[config.mk]
export PLATFORM = sky130hd
export DESIGN_NAME = cpwm_buffered_duty
export DESIGN_NICKNAME = d
export VERILOG_FILES = /design/src/rtl/cpwm_pkg.sv /design/src/rtl/cpwm_carrier.sv /design/src/rtl/cpwm_xfer.sv /design/src/rtl/cpwm_phase_out.sv /design/src/rtl/cpwm_buffered_duty.sv
export SDC_FILE = /design/constraint.sdc
export NUM_CORES = 1
export LEC_CHECK = 0
export BUFFER_PORTS_ARGS = -buffer_cell sky130_fd_sc_hd__buf_2
export CAP_MARGIN = 20
export CORE_MARGIN = 2
export CORE_UTILIZATION = 24
export CTS_CLUSTER_DIAMETER = 120
export DETAILED_ROUTE_END_ITERATION = 12
export SLEW_MARGIN = 10
export SYNTH_ARGS = -nofsm -noshare
export SYNTH_HDL_FRONTEND = slang
export SYNTH_SLANG_ARGS = --single-unit
[constraint.sdc]
create_clock -name clk -period 5.3 [get_ports clk]
set_input_delay 0.53 -clock clk [delete_from_list [all_inputs] [get_ports clk]]
set_output_delay 0.53 -clock clk [all_outputs]
set_load 0.02 [all_outputs]
[src/rtl/cpwm_pkg.sv]
package cpwm_pkg;

  typedef enum logic [1:0] {
    XM_UFLOW_A = 2'b00,
    XM_UFLOW_B = 2'b01,
    XM_BOTH    = 2'b10,
    XM_PEAK    = 2'b11
  } xfer_mode_e;

  typedef struct packed {
    logic peak;
    logic uflow;
  } carrier_evt_t;

endpackage

[src/rtl/cpwm_carrier.sv]
module cpwm_carrier
  import cpwm_pkg::*;
#(
  parameter int W = 16
) (
  input  logic         clk,
  input  logic         rst_n,
  input  logic         run,
  input  logic [W-1:0] period,
  input  logic [W-1:0] dead,
  output logic [W-1:0] cnt_lead,
  output logic [W-1:0] cnt_lag,
  output logic         down,
  output carrier_evt_t evt
);

  localparam logic [W:0]   ONE_X = (W+1)'(1);
  localparam logic [W-1:0] STEP  = W'(1);

  logic [W-1:0] lag_q, lag_d;
  logic         down_q, down_d;
  logic [W:0]   top_val;

  assign top_val  = {1'b0, period} + ONE_X;
  assign cnt_lag  = lag_q;
  assign cnt_lead = lag_q + dead;
  assign down     = down_q;

  always_comb begin
    evt.peak  = run && !down_q && ({1'b0, cnt_lead} >= top_val);
    evt.uflow = run && down_q && (lag_q == '0);
  end

  always_comb begin
    lag_d  = lag_q;
    down_d = down_q;
    if (run) begin
      if (!down_q) begin
        if (evt.peak) begin
          down_d = 1'b1;
          lag_d  = lag_q - STEP;
        end else begin
          lag_d  = lag_q + STEP;
        end
      end else begin
        if (evt.uflow) begin
          down_d = 1'b0;
          lag_d  = lag_q + STEP;
        end else begin
          lag_d  = lag_q - STEP;
        end
      end
    end
  end

  always_ff @(posedge clk or negedge rst_n) begin
    if (!rst_n) begin
      lag_q  <= '0;
      down_q <= 1'b0;
    end else if (run) begin
      lag_q  <= lag_d;
      down_q <= down_d;
    end
  end

endmodule

[src/rtl/cpwm_xfer.sv]
module cpwm_xfer
  import cpwm_pkg::*;
#(
  parameter int W = 16
) (
  input  logic         clk,
  input  logic         rst_n,
  input  xfer_mode_e   mode,
  input  logic         buf_we,
  input  logic [W-1:0] buf_din,
  input  logic [W-1:0] period,
  input  carrier_evt_t evt,
  output logic [W-1:0] cmp,
  output logic         sticky
);

  logic [W-1:0] buf_q, buf_d;
  logic [W-1:0] cmp_q, cmp_d;
  logic         stk_q, stk_d;
  logic         ovr, forced, sel, hit;

  assign cmp    = cmp_q;
  assign sticky = stk_q;

  always_comb begin
    ovr    = (buf_q >= period);
    forced = ovr || stk_q;
    case (mode)
      XM_PEAK: sel = evt.peak;
      XM_BOTH: sel = evt.peak || evt.uflow;
      default: sel = evt.uflow;
    endcase
    hit = forced ? evt.uflow : sel;
  end

  always_comb begin
    buf_d = buf_we ? buf_din : buf_q;
    cmp_d = cmp_q;
    stk_d = stk_q;
    if (hit) begin
      cmp_d = buf_q;
      if (ovr) begin
        stk_d = 1'b1;
      end else if (buf_q != '0) begin
        stk_d = 1'b0;
      end
    end
  end

  always_ff @(posedge clk or negedge rst_n) begin
    if (!rst_n) begin
      buf_q <= '0;
    end else if (buf_we) begin
      buf_q <= buf_d;
    end
  end

  always_ff @(posedge clk or negedge rst_n) begin
    if (!rst_n) begin
      cmp_q <= '0;
      stk_q <= 1'b0;
    end else if (hit) begin
      cmp_q <= cmp_d;
      stk_q <= stk_d;
    end
  end

endmodule

[src/rtl/cpwm_phase_out.sv]
module cpwm_phase_out #(
  parameter int W        = 16,
  parameter bit LAG_SIDE = 1'b0
) (
  input  logic         clk,
  input  logic         rst_n,
  input  logic [W-1:0] cnt,
  input  logic [W-1:0] cmp,
  input  logic         pol,
  output logic         pwm
);

  logic active;
  logic pwm_q, pwm_d;

  generate
    if (LAG_SIDE) begin : g_lag
      assign active = (cnt >= cmp);
    end else begin : g_lead
      assign active = (cnt < cmp);
    end
  endgenerate

  always_comb begin
    pwm_d = pol ? active : !active;
  end

  always_ff @(posedge clk or negedge rst_n) begin
    if (!rst_n) begin
      pwm_q <= 1'b0;
    end else begin
      pwm_q <= pwm_d;
    end
  end

  assign pwm = pwm_q;

endmodule

[src/rtl/cpwm_buffered_duty.sv]
module cpwm_buffered_duty
  import cpwm_pkg::*;
#(
  parameter int CNT_W = 16
) (
  input  logic             clk,
  input  logic             rst_n,
  input  logic             run,
  input  logic [CNT_W-1:0] period,
  input  logic [CNT_W-1:0] dead,
  input  logic [1:0]       mode,
  input  logic             buf_we,
  input  logic [CNT_W-1:0] buf_din,
  input  logic             pol_norm,
  input  logic             pol_cntr,
  output logic             pwm_norm,
  output logic             pwm_cntr,
  output logic [CNT_W-1:0] cnt_lead,
  output logic [CNT_W-1:0] cnt_lag,
  output logic             cnt_down,
  output logic [CNT_W-1:0] cmp_active,
  output logic             ovr_sticky
);

  localparam int NPH = 2;

  carrier_evt_t     evt;
  logic [CNT_W-1:0] lead_w, lag_w, cmp_w;
  logic [NPH-1:0]   pol_v, pwm_v;

  cpwm_carrier #(.W(CNT_W)) u_carrier (
    .clk      (clk),
    .rst_n    (rst_n),
    .run      (run),
    .period   (period),
    .dead     (dead),
    .cnt_lead (lead_w),
    .cnt_lag  (lag_w),
    .down     (cnt_down),
    .evt      (evt)
  );

  cpwm_xfer #(.W(CNT_W)) u_xfer (
    .clk     (clk),
    .rst_n   (rst_n),
    .mode    (xfer_mode_e'(mode)),
    .buf_we  (buf_we),
    .buf_din (buf_din),
    .period  (period),
    .evt     (evt),
    .cmp     (cmp_w),
    .sticky  (ovr_sticky)
  );

  assign pol_v = {pol_cntr, pol_norm};

  for (genvar g = 0; g < NPH; g++) begin : g_phase
    cpwm_phase_out #(.W(CNT_W), .LAG_SIDE(g == 1)) u_out (
      .clk   (clk),
      .rst_n (rst_n),
      .cnt   ((g == 1) ? lag_w : lead_w),
      .cmp   (cmp_w),
      .pol   (pol_v[g]),
      .pwm   (pwm_v[g])
    );
  end

  assign pwm_norm   = pwm_v[0];
  assign pwm_cntr   = pwm_v[1];
  assign cnt_lead   = lead_w;
  assign cnt_lag    = lag_w;
  assign cmp_active = cmp_w;

endmodule

==> run summary, run 1 <==
====================================================================================
Effective utilization at floorplan                                             0.246
Worst min-delay path class                                              input pin to async pin
TritonCTS clock tree                                                             yes
Utilization after layout                                                       0.297
Arrival time of the worst setup path                                         5.08 ns
Buffers plus inverters on the worst setup path                                     0
Crit path kind                                                          flip-flop to flip-flop
Detailed-placement wirelength estimate                                      14400 um
CTS sink count                                                                    52
Post-detailed-route via-to-cell ratio                                           4.97
Dpl ws                                                                      0.161 ns
Worst vdd rail ir drop                                                        130 uV
Number of buffers inserted during clock tree synthesis                             5
Master of the slowest instance on the critical path                          dfrtp_1
Post-route non-filler standard cell count                                        999
Status                                                                  finished, final reports clean
Die boundary width                                                            154 um
TNS Setup                                                                       0 ns
Flop2flop setup slack                                                        0.40 ns
Synthesized cell area                                                       5390 um2
Post-route fraction of the period consumed by the critical path                0.924
Global-route wire length before repair                                      28200 um
Number of enable-type register cells in the synthesized netlist                    0
Synth Area in Simple Gates                                                     0.177
Achievable Freq                                                              204 MHz
Static Leakage                                                               3.12 nW
Number of DRC violations after detailed routing                                    0
Number of distinct library cells after synthesis                                  75
Yosys warning count                                                                0
Total core area                                                            21900 um2
Max-slew violation count                                                           0
List of cells traversed by the critical path                            ha_1 > a21o_1 > a21oi_1 > nor2b_1 > o21a_1 > o311a_1 > nor2_1 > xnor2_1 > ha_1 > a21o_1 > a211o_1 > a311oi_1 > a21oi_1 > o211a_4 > o211ai_1 > nand3_2 > mux2i_1 > xor2_1 > o221ai_1
Worst r2r src                                                           u_carrier.cnt_lag[1]
Sequential share of the synthesized area                                       0.242
GRT Residual Overflow                                                              0
Worst slew margin relative to its limit                                        0.515
Number of levels the H-tree was split into                                         2
Routed wire length                                                          17700 um
Share of cells above drive strength 1                                          0.255
IO Port Bufs                                                                     107
Per-instance average area after synthesis                                   8.95 um2
Net count of the mapped netlist                                                  737
Number of global-route vias before repair                                       4953
Number of top-level pins                                                         108
Biggest fanout along the worst timing path                                        13
Largest net degree at the start of global routing                                 53
Nature of the critical path endpoint                                       flip-flop
Post-CTS Hold Buffers                                                              0
Fin crit period                                                              4.90 ns
Die area                                                                   23700 um2
RSZ-0062 raised after global routing                                           false
Parity-gate share of the synthesized area counting xor and xnor cells         0.0569
Number of antenna repair diodes                                                    0
Setup violations, final                                                            0
Path length in cells of the critical path                                         19
Fin Clk Skew                                                              0.00843 ns
Vias after detailed routing                                                     4961
Top cell family by delay on the critical path                           compound AO/OA/AOI/OAI gates
Longest Clk Path Bufs                                                              2
Post-route cell area                                                        6490 um2
Detail Route Antenna Nets                                                          0
Average detailed-routed wire length per instance                             17.7 um
Site row count                                                                    54
Clock transition at the registers of the reported paths                      0.08 ns
Capture instance of the worst register-to-register path                 u_carrier.cnt_lag[2]
Buffers inserted by post-CTS timing repair                                         0
Antenna violations before repair                                                   0
Instance count of the mapped netlist                                             602
PostCTS Resize Cnt                                                                 0
Fill count                                                                      2380
Share of flip-flops with an asynchronous set or reset after synthesis           1.00
FF-to-FF path depth                                                               19
Delay of the slowest critical-path stage                                     0.40 ns
Global router's overall resource usage                                         0.152
Adder-cell share of the synthesized area                                       0.185
Final Worst Setup Slack                                                     0.403 ns
Count of endpoints failing hold in the final timing report                         0
CP Launch Type                                                             flip-flop
Number of synthesized register bits                                               52
Portion of netlist area occupied by mux cells                                 0.0906
DIE HEIGHT                                                                    154 um
DRT Pass-1 Iters                                                                   5
Root buffer cell                                                           clkbuf_16
Global placer's final weighted congestion                                      0.882
Combinational family with the most area after synthesis                 compound AO/OA/AOI/OAI gates
Initial DRC Count                                                                368
WP data required                                                             5.48 ns
Relative area change from synthesis to final layout                            20.5%
Pwr per Cell Area                                                         310 nW/um2
Area post-placement                                                         6340 um2
Latest clock arrival within the worst-skew pair                              0.31 ns
Placed cell count                                                                991
Dominant register cell in the synthesized netlist                            dfrtp_1
Number of nets in the finished design                                            853
Share of the synthesized area in compound gates (AO/OA/AOI/OAI)                0.200
Number of max-cap violations                                                       0
Least-Margin Pin Slew                                                       0.721 ns
====================================================================================
-- cell type report --
| class | count | area [um2] | area share |
|---|---|---|---|
| well taps | 280 | 350 | 0.0540 |
| repair buffers | 127 | 686 | 0.106 |
| clock inverters | 3 | 28.8 | 0.00443 |
| inverters | 48 | 180 | 0.0278 |
| clock buffers | 5 | 125 | 0.0193 |
| multi-input cells | 484 | 3820 | 0.588 |
| flip-flops and latches | 52 | 1300 | 0.200 |
-- per-layer routing --
| layer | vias up | wire, um | global-route usage |
|---|---|---|---|
| met4 | 0 | 235 | 0.0380 |
| met2 | 141 | 8280 | 0.248 |
| li1 | 2478 | - | - |
| met5 | - | 0 | 0 |
| met3 | 17 | 894 | 0.0296 |
| met1 | 2325 | 8290 | 0.206 |
-- Yosys cell counts, types with 5 or more instances --
library cell | n | area (um2)
ha_1 | 78 | 976
dfrtp_1 | 52 | 1300
inv_1 | 47 | 176
a21oi_1 | 33 | 165
nand2_1 | 32 | 120
nor2_1 | 31 | 116
o21ai_0 | 31 | 155
nand3_1 | 27 | 135
xnor2_1 | 25 | 219
mux2_2 | 22 | 248
a21o_1 | 19 | 143
clkbuf_1 | 14 | 52.6
and3_1 | 11 | 68.8
nand2b_1 | 11 | 68.8
mux2_4 | 10 | 150
nor3_1 | 10 | 50.1
or3_1 | 10 | 62.6
xor2_1 | 10 | 87.6
mux2i_1 | 9 | 90.1
nor4_1 | 9 | 56.3
a31oi_1 | 8 | 50.1
a211oi_1 | 5 | 37.5
nor2b_1 | 5 | 31.3
o211ai_1 | 5 | 37.5
o21a_1 | 5 | 37.5
o31ai_1 | 5 | 37.5
-- layout by cell type (no fill, tap or decap), types with 3 or more instances in the layout --
cell / instances
o21ai_0: 31
a31oi_1: 8
or3_1: 10
dfrtp_1: 52
o31ai_1: 5
nand2b_1: 11
a21oi_1: 33
and4_1: 4
nor2b_1: 5
ha_1: 78
o221ai_1: 3
nor4_1: 9
inv_1: 47
mux2i_1: 9
nand4b_1: 3
or2_2: 4
xnor2_1: 25
o21a_1: 5
nand2_1: 32
clkbuf_16: 5
xor2_1: 10
a211oi_1: 5
nor2_1: 31
o211ai_1: 5
mux2_4: 10
o211a_1: 3
nand3_1: 27
nand4_1: 4
mux2_2: 22
buf_4: 20
a21o_1: 19
buf_2: 107
and3_1: 11
nor3_1: 10
-- sequential cells by signal, summed over array words and instances (netlist names) --
| signal | flops |
|---|---|
| u_xfer.buf_q | 16 |
| u_xfer.sticky | 1 |
| u_carrier.down | 1 |
| g_phase.u_out.pwm | 2 |
| u_carrier.cnt_lag | 16 |
| u_xfer.cmp | 16 |
-- power breakdown --
| group | switching [mW] | internal, mW | leakage, nW |
|---|---|---|---|
| logic | 0.694 | 0.474 | 2.39 |
| registers | 0.0415 | 0.439 | 0.657 |
| clock network | 0.183 | 0.183 | 0.0767 |
| total | 0.918 | 1.10 | 3.12 |
-- per-stage QoR --
stage | hold slack (ns) | power (mW)
after global routing | 0.392 | 2.18
final | 0.348 | 2.01
after global placement | 0.516 | 1.63
after detailed placement | 0.521 | 1.65
after floorplan | 0.234 | 1.26
after CTS | 0.384 | 2.04
-- worst max-delay path by stage --
stage	endpoint	startpoint
floorplan	u_xfer.cmp[10]	u_carrier.cnt_lag[1]
global placement	u_carrier.cnt_lag[3]	dead[1]
detailed placement	u_carrier.cnt_lag[2]	dead[1]
CTS	u_carrier.cnt_lag[3]	u_carrier.cnt_lag[1]
global route	u_carrier.cnt_lag[2]	u_carrier.cnt_lag[1]
finish	u_carrier.cnt_lag[2]	u_carrier.cnt_lag[1]
-- kinds of logic (layout without fill, tap and decap cells) --
group | after synthesis | in the layout
adders and majority gates | 79 | 79
DFF | 52 | 52
muxes | 41 | 41
buffers and inverters | 66 | 183
xor gates and xnor gates | 35 | 35
AOI/OAI and AO/OA | 153 | 153
and+or+nand+nor | 176 | 176
Power figures use the tool's default switching activity.
==> run 2, diff against run 1 <==
CELL_PAD_IN_SITES_DETAIL_PLACEMENT = 1   (was not set)
CELL_PAD_IN_SITES_GLOBAL_PLACEMENT = 1   (was not set)
CORE_MARGIN = 4   (was 2)
CORE_UTILIZATION = 43   (was 24)
PLACE_DENSITY_LB_ADDON = 0.1   (was not set)
==> run summary, run 2 (synthesized netlist as in run 1, its figures left out) <==
==============================================================================
Status                                                            finished, final reports clean
CTS sink count                                                              52
Pwr per Cell Area                                                   326 nW/um2
Startpoint of the most critical setup path                        u_carrier.cnt_lag[1]
Clock transition at the registers of the reported paths                0.08 ns
Post-route fraction of the period consumed by the critical path          0.919
Worst vdd rail ir drop                                                  179 uV
Antenna violations before repair                                             0
Detailed-placement wirelength estimate                                15100 um
Buffers inserted by post-CTS timing repair                                   0
Commonest non-fill, non-tap cell in the layout                           buf_2
PostCTS Resize Cnt                                                           0
CP Launch Type                                                       flip-flop
DIE HEIGHT                                                              120 um
Vias after detailed routing                                               5226
Post-detailed-route via-to-cell ratio                                     5.91
Biggest fanout along the worst timing path                                  16
Arrival time of the worst setup path                                   5.07 ns
Uppermost layer routed                                                    met4
Number of levels the H-tree was split into                                   2
Global placer's final weighted congestion                                0.891
Largest net degree at the start of global routing                           53
Number of max-cap violations                                                 0
Effective utilization at floorplan                                       0.445
Global router's overall resource usage                                   0.263
Flop2flop setup slack                                                  0.43 ns
List of cells traversed by the critical path                      ha_1 > a21o_1 > a21oi_1 > nor2b_1 > o21a_1 > o311ai_0 > nand2_1 > nor2_1 > xnor2_1 > ha_1 > a211o_1 > a311oi_1 > a21oi_1 > o211a_4 > o211a_1 > nor3_4 > nor2_2 > o2bb2ai_4 > mux2_4
Max-slew violation count                                                     0
Static Leakage                                                         3.11 nW
Total core area                                                      12100 um2
Delay of the slowest critical-path stage                               0.51 ns
Relative area change from synthesis to final layout                      17.9%
Site row count                                                              40
Worst slew margin relative to its limit                                  0.472
Initial DRC Count                                                          395
Number of nets in the finished design                                      851
Global-route wire length before repair                                29900 um
Fin Clk Skew                                                        0.00967 ns
M1 wire length                                                         8450 um
Master of the slowest instance on the critical path                   o311ai_0
Die area                                                             14400 um2
Longest Clk Path Bufs                                                        2
Critical Path Sink                                                u_xfer.cmp[4]
TNS Setup                                                                 0 ns
Nature of the critical path endpoint                                 flip-flop
WP data required                                                       5.50 ns
Detail Route Antenna Nets                                                    0
Share of cells above drive strength 1                                    0.252
Count of endpoints failing hold in the final timing report                   0
Number of buffers inserted during clock tree synthesis                       5
DR WL met2                                                             8620 um
Setup violations, final                                                      0
Fin crit period                                                        4.87 ns
Worst min-delay path class                                        input pin to async pin
Met3 routed wirelength                                                 1190 um
Post-CTS Hold Buffers                                                        0
FF-to-FF path depth                                                         19
Least-Margin Pin Slew                                                 0.785 ns
Post-route non-filler standard cell count                                  885
Routed wire length                                                    18700 um
DRT Pass-1 Iters                                                             4
Number of global-route vias before repair                                 5475
Root buffer cell                                                     clkbuf_16
Worst r2r src                                                     u_carrier.cnt_lag[1]
Achievable Freq                                                        205 MHz
Placed cell count                                                          877
Capture instance of the worst register-to-register path           u_xfer.cmp[4]
Number of antenna repair diodes                                              0
Crit path kind                                                    flip-flop to flip-flop
Total power                                                            2.07 mW
IO Port Bufs                                                               107
Number of DRC violations after detailed routing                              0
RSZ-0062 raised after global routing                                     false
Most frequent cells in the layout                                 buf_2 (107), ha_1 (78), dfrtp_1 (52)
Die boundary width                                                      120 um
Latest clock arrival within the worst-skew pair                        0.31 ns
GRT Residual Overflow                                                        0
TritonCTS clock tree                                                       yes
Average detailed-routed wire length per instance                       21.1 um
Number of top-level pins                                                   108
==============================================================================
[run 2: cell types whose count changed in the layout (fill, tap and decap cells not counted)]
cell,change
clkinvlp_4,+1
inv_6,-2
buf_4,-2
bufinv_16,+1
clkinv_2,+1
inv_8,-1
[run 2: report_power, final]
part / total [mW] / internal (mW) / leakage [nW] / switching [mW]
logic: 1.19 / 0.474 / 2.38 / 0.717
clock network: 0.390 / 0.223 / 0.0798 / 0.167
registers: 0.488 / 0.439 / 0.657 / 0.0493
total: 2.07 / 1.14 / 3.11 / 0.934
[run 2: stage by stage]
| stage | cell area, um2 | hold slack (ns) | worst slack [ns] | utilization |
|---|---|---|---|---|
| finish | 6350 | 0.357 | 0.429 | 0.524 |
| detailed placement | 6180 | 0.522 | 0.247 | 0.510 |
| floorplan | 5390 | 0.234 | 0.505 | - |
| global route | 6350 | 0.397 | 0.120 | 0.524 |
| global placement | 6180 | 0.506 | 0.336 | 0.510 |
| CTS | 6350 | 0.388 | 0.484 | 0.524 |
[run 2: worst min path at each step]
stage	from	end	slack [ns]
2_1_floorplan	rst_n	g_phase[0].u_out.pwm	0.23
3_3_place_gp	u_xfer.sticky	u_xfer.sticky	0.51
3_5_place_dp	u_xfer.sticky	u_xfer.sticky	0.52
4_1_cts	rst_n	u_carrier.cnt_lag[4]	0.39
5_1_grt	pol_norm	g_phase[0].u_out.pwm	0.40
6_report	rst_n	u_carrier.cnt_lag[4]	0.36
[run 2: worst max-delay path, delay by kind of cell, from the launching register on]
kind / cells / cell delay (ns)
and+or+nand+nor: 5 / 0.73
DFF: 1 / 0.42
muxes: 1 / 0.37
adders and majority gates: 2 / 0.53
xor gates and xnor gates: 1 / 0.13
AOI/OAI and AO/OA: 10 / 2.57
[run 2: area by class of cell]
class	instances	area, um2
Fill cell	1496	5760
Multi-Input combinational cell	484	3820
Sequential cell	52	1300
Timing Repair Buffer	125	671
Tap cell	168	210
Inverter	48	180
Clock buffer	5	125
Clock inverter	3	42.5
[run 2: per-layer routing]
layer  up-vias  GRT usage
li1       2460          -
met1      2581      0.360
met2       161      0.421
met3        24     0.0514
met4         0     0.0780
met5         -          0
==> run 3, diff against run 2 <==
--- a/config.mk
+++ b/config.mk
@@ -15,6 +15,7 @@
 export DETAILED_ROUTE_END_ITERATION = 12
 export PLACE_DENSITY_LB_ADDON = 0.1
-export SLEW_MARGIN = 10
+export SLEW_MARGIN = 30
 export SYNTH_ARGS = -nofsm -noshare
 export SYNTH_HDL_FRONTEND = slang
+export SYNTH_HIERARCHICAL = 1
 export SYNTH_SLANG_ARGS = --single-unit
==> constraint.sdc (replaced) <==
create_clock -name clk -period 5.3 [get_ports clk]
set_input_delay 0.53 -clock clk [delete_from_list [all_inputs] [get_ports clk]]
set_output_delay 0.53 -clock clk [all_outputs]
set_load 0.005 [all_outputs]
==> run summary, run 3 <==
====================================================================================
Status                                                                  finished, final reports clean
Routed wire length                                                          19600 um
Post-route fraction of the period consumed by the critical path                0.898
Sequential fraction of design power                                            0.197
Global router's overall resource usage                                         0.262
FF-to-FF path depth                                                               22
Number of global-route vias before repair                                       6080
Parity-gate share of the synthesized area counting xor and xnor cells         0.0723
Static Leakage                                                               2.99 nW
Least-Margin Pin Slew                                                       0.806 ns
Dominant register cell in the synthesized netlist                            dfrtp_1
CTS sink count                                                                    52
Net switching share of the total power                                         0.508
Site row count                                                                    41
Arrival time of the worst setup path                                         5.00 ns
Most frequent cells in the layout                                       buf_2 (107), ha_1 (81), nand2_1 (70)
CP Launch Type                                                             flip-flop
Worst min-delay path class                                              input pin to async pin
Buffers plus inverters on the worst setup path                                     1
PostCTS Resize Cnt                                                                 0
Number of synthesized register bits                                               52
Total core area                                                            12800 um2
Portion of netlist area occupied by mux cells                                 0.0350
DRT Pass-1 Iters                                                                   4
Area fraction of the dominant cell type after synthesis                        0.229
Master of the slowest instance on the critical path                             fa_1
Count of endpoints failing hold in the final timing report                         0
Worst slew margin relative to its limit                                        0.456
Achievable Freq                                                              210 MHz
Number of distinct library cells after synthesis                                  64
Global-route wire length before repair                                      30900 um
Latest clock arrival within the worst-skew pair                              0.31 ns
Antenna violations before repair                                                   0
Number of top-level pins                                                         108
Die boundary width                                                            123 um
Delay of the slowest critical-path stage                                     0.41 ns
Die area                                                                   15100 um2
Yosys warning count                                                                6
Vias after detailed routing                                                     5662
Fin crit period                                                              4.76 ns
Int Pwr                                                                      1.69 mW
Worst vdd rail ir drop                                                        197 uV
Setup violations, final                                                            0
Path length in cells of the critical path                                         22
Number of buffers inserted during clock tree synthesis                             5
List of cells traversed by the critical path                            ha_1 > fa_1 > a21o_1 > a21oi_1 > nand2b_1 > a211o_1 > a31oi_1 > a21o_1 > a21oi_1 > xnor2_1 > ha_1 > a21o_1 > a21oi_1 > nand2_1 > nand2_1 > a31o_2 > nor3_1 > a22oi_2 > buf_12 > nand2_1 > nand4b_1 > nand3_1
Number of levels the H-tree was split into                                         2
Fill count                                                                      1597
GRT Residual Overflow                                                              0
Leading cell types by count after synthesis                             ha_1 (81), nand2_1 (70), inv_1 (59), dfrtp_1 (52), nand3_1 (38)
Net count of the mapped netlist                                                  813
Number of nets in the finished design                                            908
IO Port Bufs                                                                     107
Library cell with the largest summed area after synthesis                    dfrtp_1
TNS Setup                                                                       0 ns
Share of cells above drive strength 1                                          0.209
Average detailed-routed wire length per instance                             20.8 um
Most common cell in the netlist                                                 ha_1
Share of flip-flops with an asynchronous set or reset after synthesis           1.00
Synth Area in Simple Gates                                                     0.259
DIE HEIGHT                                                                    123 um
Top cell family by delay on the critical path                           compound AO/OA/AOI/OAI gates
Post-detailed-route via-to-cell ratio                                           6.00
Combinational family with the most area after synthesis                 simple AND/OR/NAND/NOR gates
Cell types occupying the most area after synthesis                      dfrtp_1 (23%), ha_1 (18%), nand2_1 (4.6%)
Total power                                                                  3.44 mW
Effective utilization at floorplan                                             0.446
Combinational share of power                                                   0.700
Per-instance average area after synthesis                                   8.43 um2
Adder-cell share of the synthesized area                                       0.182
Number of max-cap violations                                                       0
WP data required                                                             5.54 ns
Detailed-placement wirelength estimate                                      15400 um
Global placer's final weighted congestion                                      0.837
Share of the synthesized area in compound gates (AO/OA/AOI/OAI)                0.157
Sequential share of the synthesized area                                       0.229
Net load switching power                                                     1.75 mW
Commonest non-fill, non-tap cell in the layout                                 buf_2
Nature of the critical path endpoint                                       flip-flop
Largest net degree at the start of global routing                                 53
Instance count of the mapped netlist                                             675
Initial DRC Count                                                                361
Pwr per Cell Area                                                         525 nW/um2
Number of DRC violations after detailed routing                                    0
Clock transition at the registers of the reported paths                      0.07 ns
Number of enable-type register cells in the synthesized netlist                    0
Post-CTS Hold Buffers                                                              0
Detail Route Antenna Nets                                                          0
Number of antenna repair diodes                                                    0
RSZ-0062 raised after global routing                                           false
Share of power burned in the clock network                                     0.103
Synthesized cell area                                                       5690 um2
TritonCTS clock tree                                                             yes
Longest Clk Path Bufs                                                              2
Buffers inserted by post-CTS timing repair                                         0
Max-slew violation count                                                           0
Crit path kind                                                          flip-flop to flip-flop
Root buffer cell                                                           clkbuf_16
Fin Clk Skew                                                              0.00941 ns
Relative area change from synthesis to final layout                            15.3%
Biggest fanout along the worst timing path                                        32
====================================================================================
run 3: cell types whose count changed after synthesis, moves of 10 or more:
| cell | change |
|---|---|
| nand2_1 | +38 |
| nand4_1 | +25 |
| o21ai_0 | -18 |
| a32o_1 | +16 |
| xor2_1 | +15 |
| nand4b_1 | +13 |
| inv_1 | +12 |
| nand3_1 | +11 |
| nor2b_1 | +11 |
| mux2_4 | -10 |
| nand2b_1 | +10 |
| nor2_1 | -10 |
run 3: stage by stage:
step	setup WS, ns	instance area, um2	instances	utilization	hold slack, ns
2_1_floorplan	0.838	5690	675	-	0.234
3_3_place_gp	0.503	6410	935	0.502	0.561
3_5_place_dp	0.345	6410	935	0.502	0.569
4_1_cts	0.569	6560	943	0.514	0.392
5_1_grt	0.223	6560	943	0.514	0.412
6_report	0.540	6560	943	0.514	0.348
run 3: area by class of cell:
cell class                 instances  area, um2  area share
timing repair buffer             120        646      0.0984
multi-input combinational        532       4020       0.613
inverter                          59        221      0.0338
clock buffer                       5        125      0.0191
sequential                        52       1300       0.198
clock inverter                     3       27.5     0.00420
tap                              172        215      0.0328
run 3: power by group through the flow:
stage	Sequential [mW]	Clock, mW	Combinational (mW)
after floorplan	0.641	0	1.52
after global placement	0.681	0	2.23
after detailed placement	0.687	0	2.38
after CTS	0.679	0.368	2.40
after global routing	0.693	0.373	2.67
final	0.678	0.355	2.41
run 3: cell families (layout without fill, tap and decap cells):
logic type / count (synthesis) / after routing
and+or+nand+nor: 262 / 262
AOI/OAI and AO/OA: 123 / 123
buffers and inverters: 91 / 187
adders and majority gates: 82 / 82
DFF: 52 / 52
xor gates and xnor gates: 47 / 47
muxes: 18 / 18
run 3: final timing paths:
| path | start | slack [ns] | end |
|---|---|---|---|
| hold / removal | rst_n | 0.35 | u_carrier/cnt_lag[2] |
| setup reg to reg | u_carrier/cnt_lag[0] | 0.54 | u_xfer/cmp[0] |
| min in group clk | pol_norm | 0.40 | g_phase[0].u_out/pwm |
| max in group asynchronous | rst_n | 4.44 | u_xfer/cmp[0] |
| setup / recovery | u_carrier/cnt_lag[0] | 0.54 | u_xfer/cmp[0] |
| hold reg to reg | u_xfer/buf_q[13] | 0.58 | u_xfer/sticky |
run 3: layer usage:
| metal | part of all wire | vias up | global-route usage |
|---|---|---|---|
| met3 | 0.038 | 43 | 0.0339 |
| met4 | 0.030 | 0 | 0.0941 |
| li1 | - | 2648 | - |
| met5 | 0 | - | 0 |
| met2 | 0.52 | 142 | 0.483 |
| met1 | 0.41 | 2829 | 0.310 |
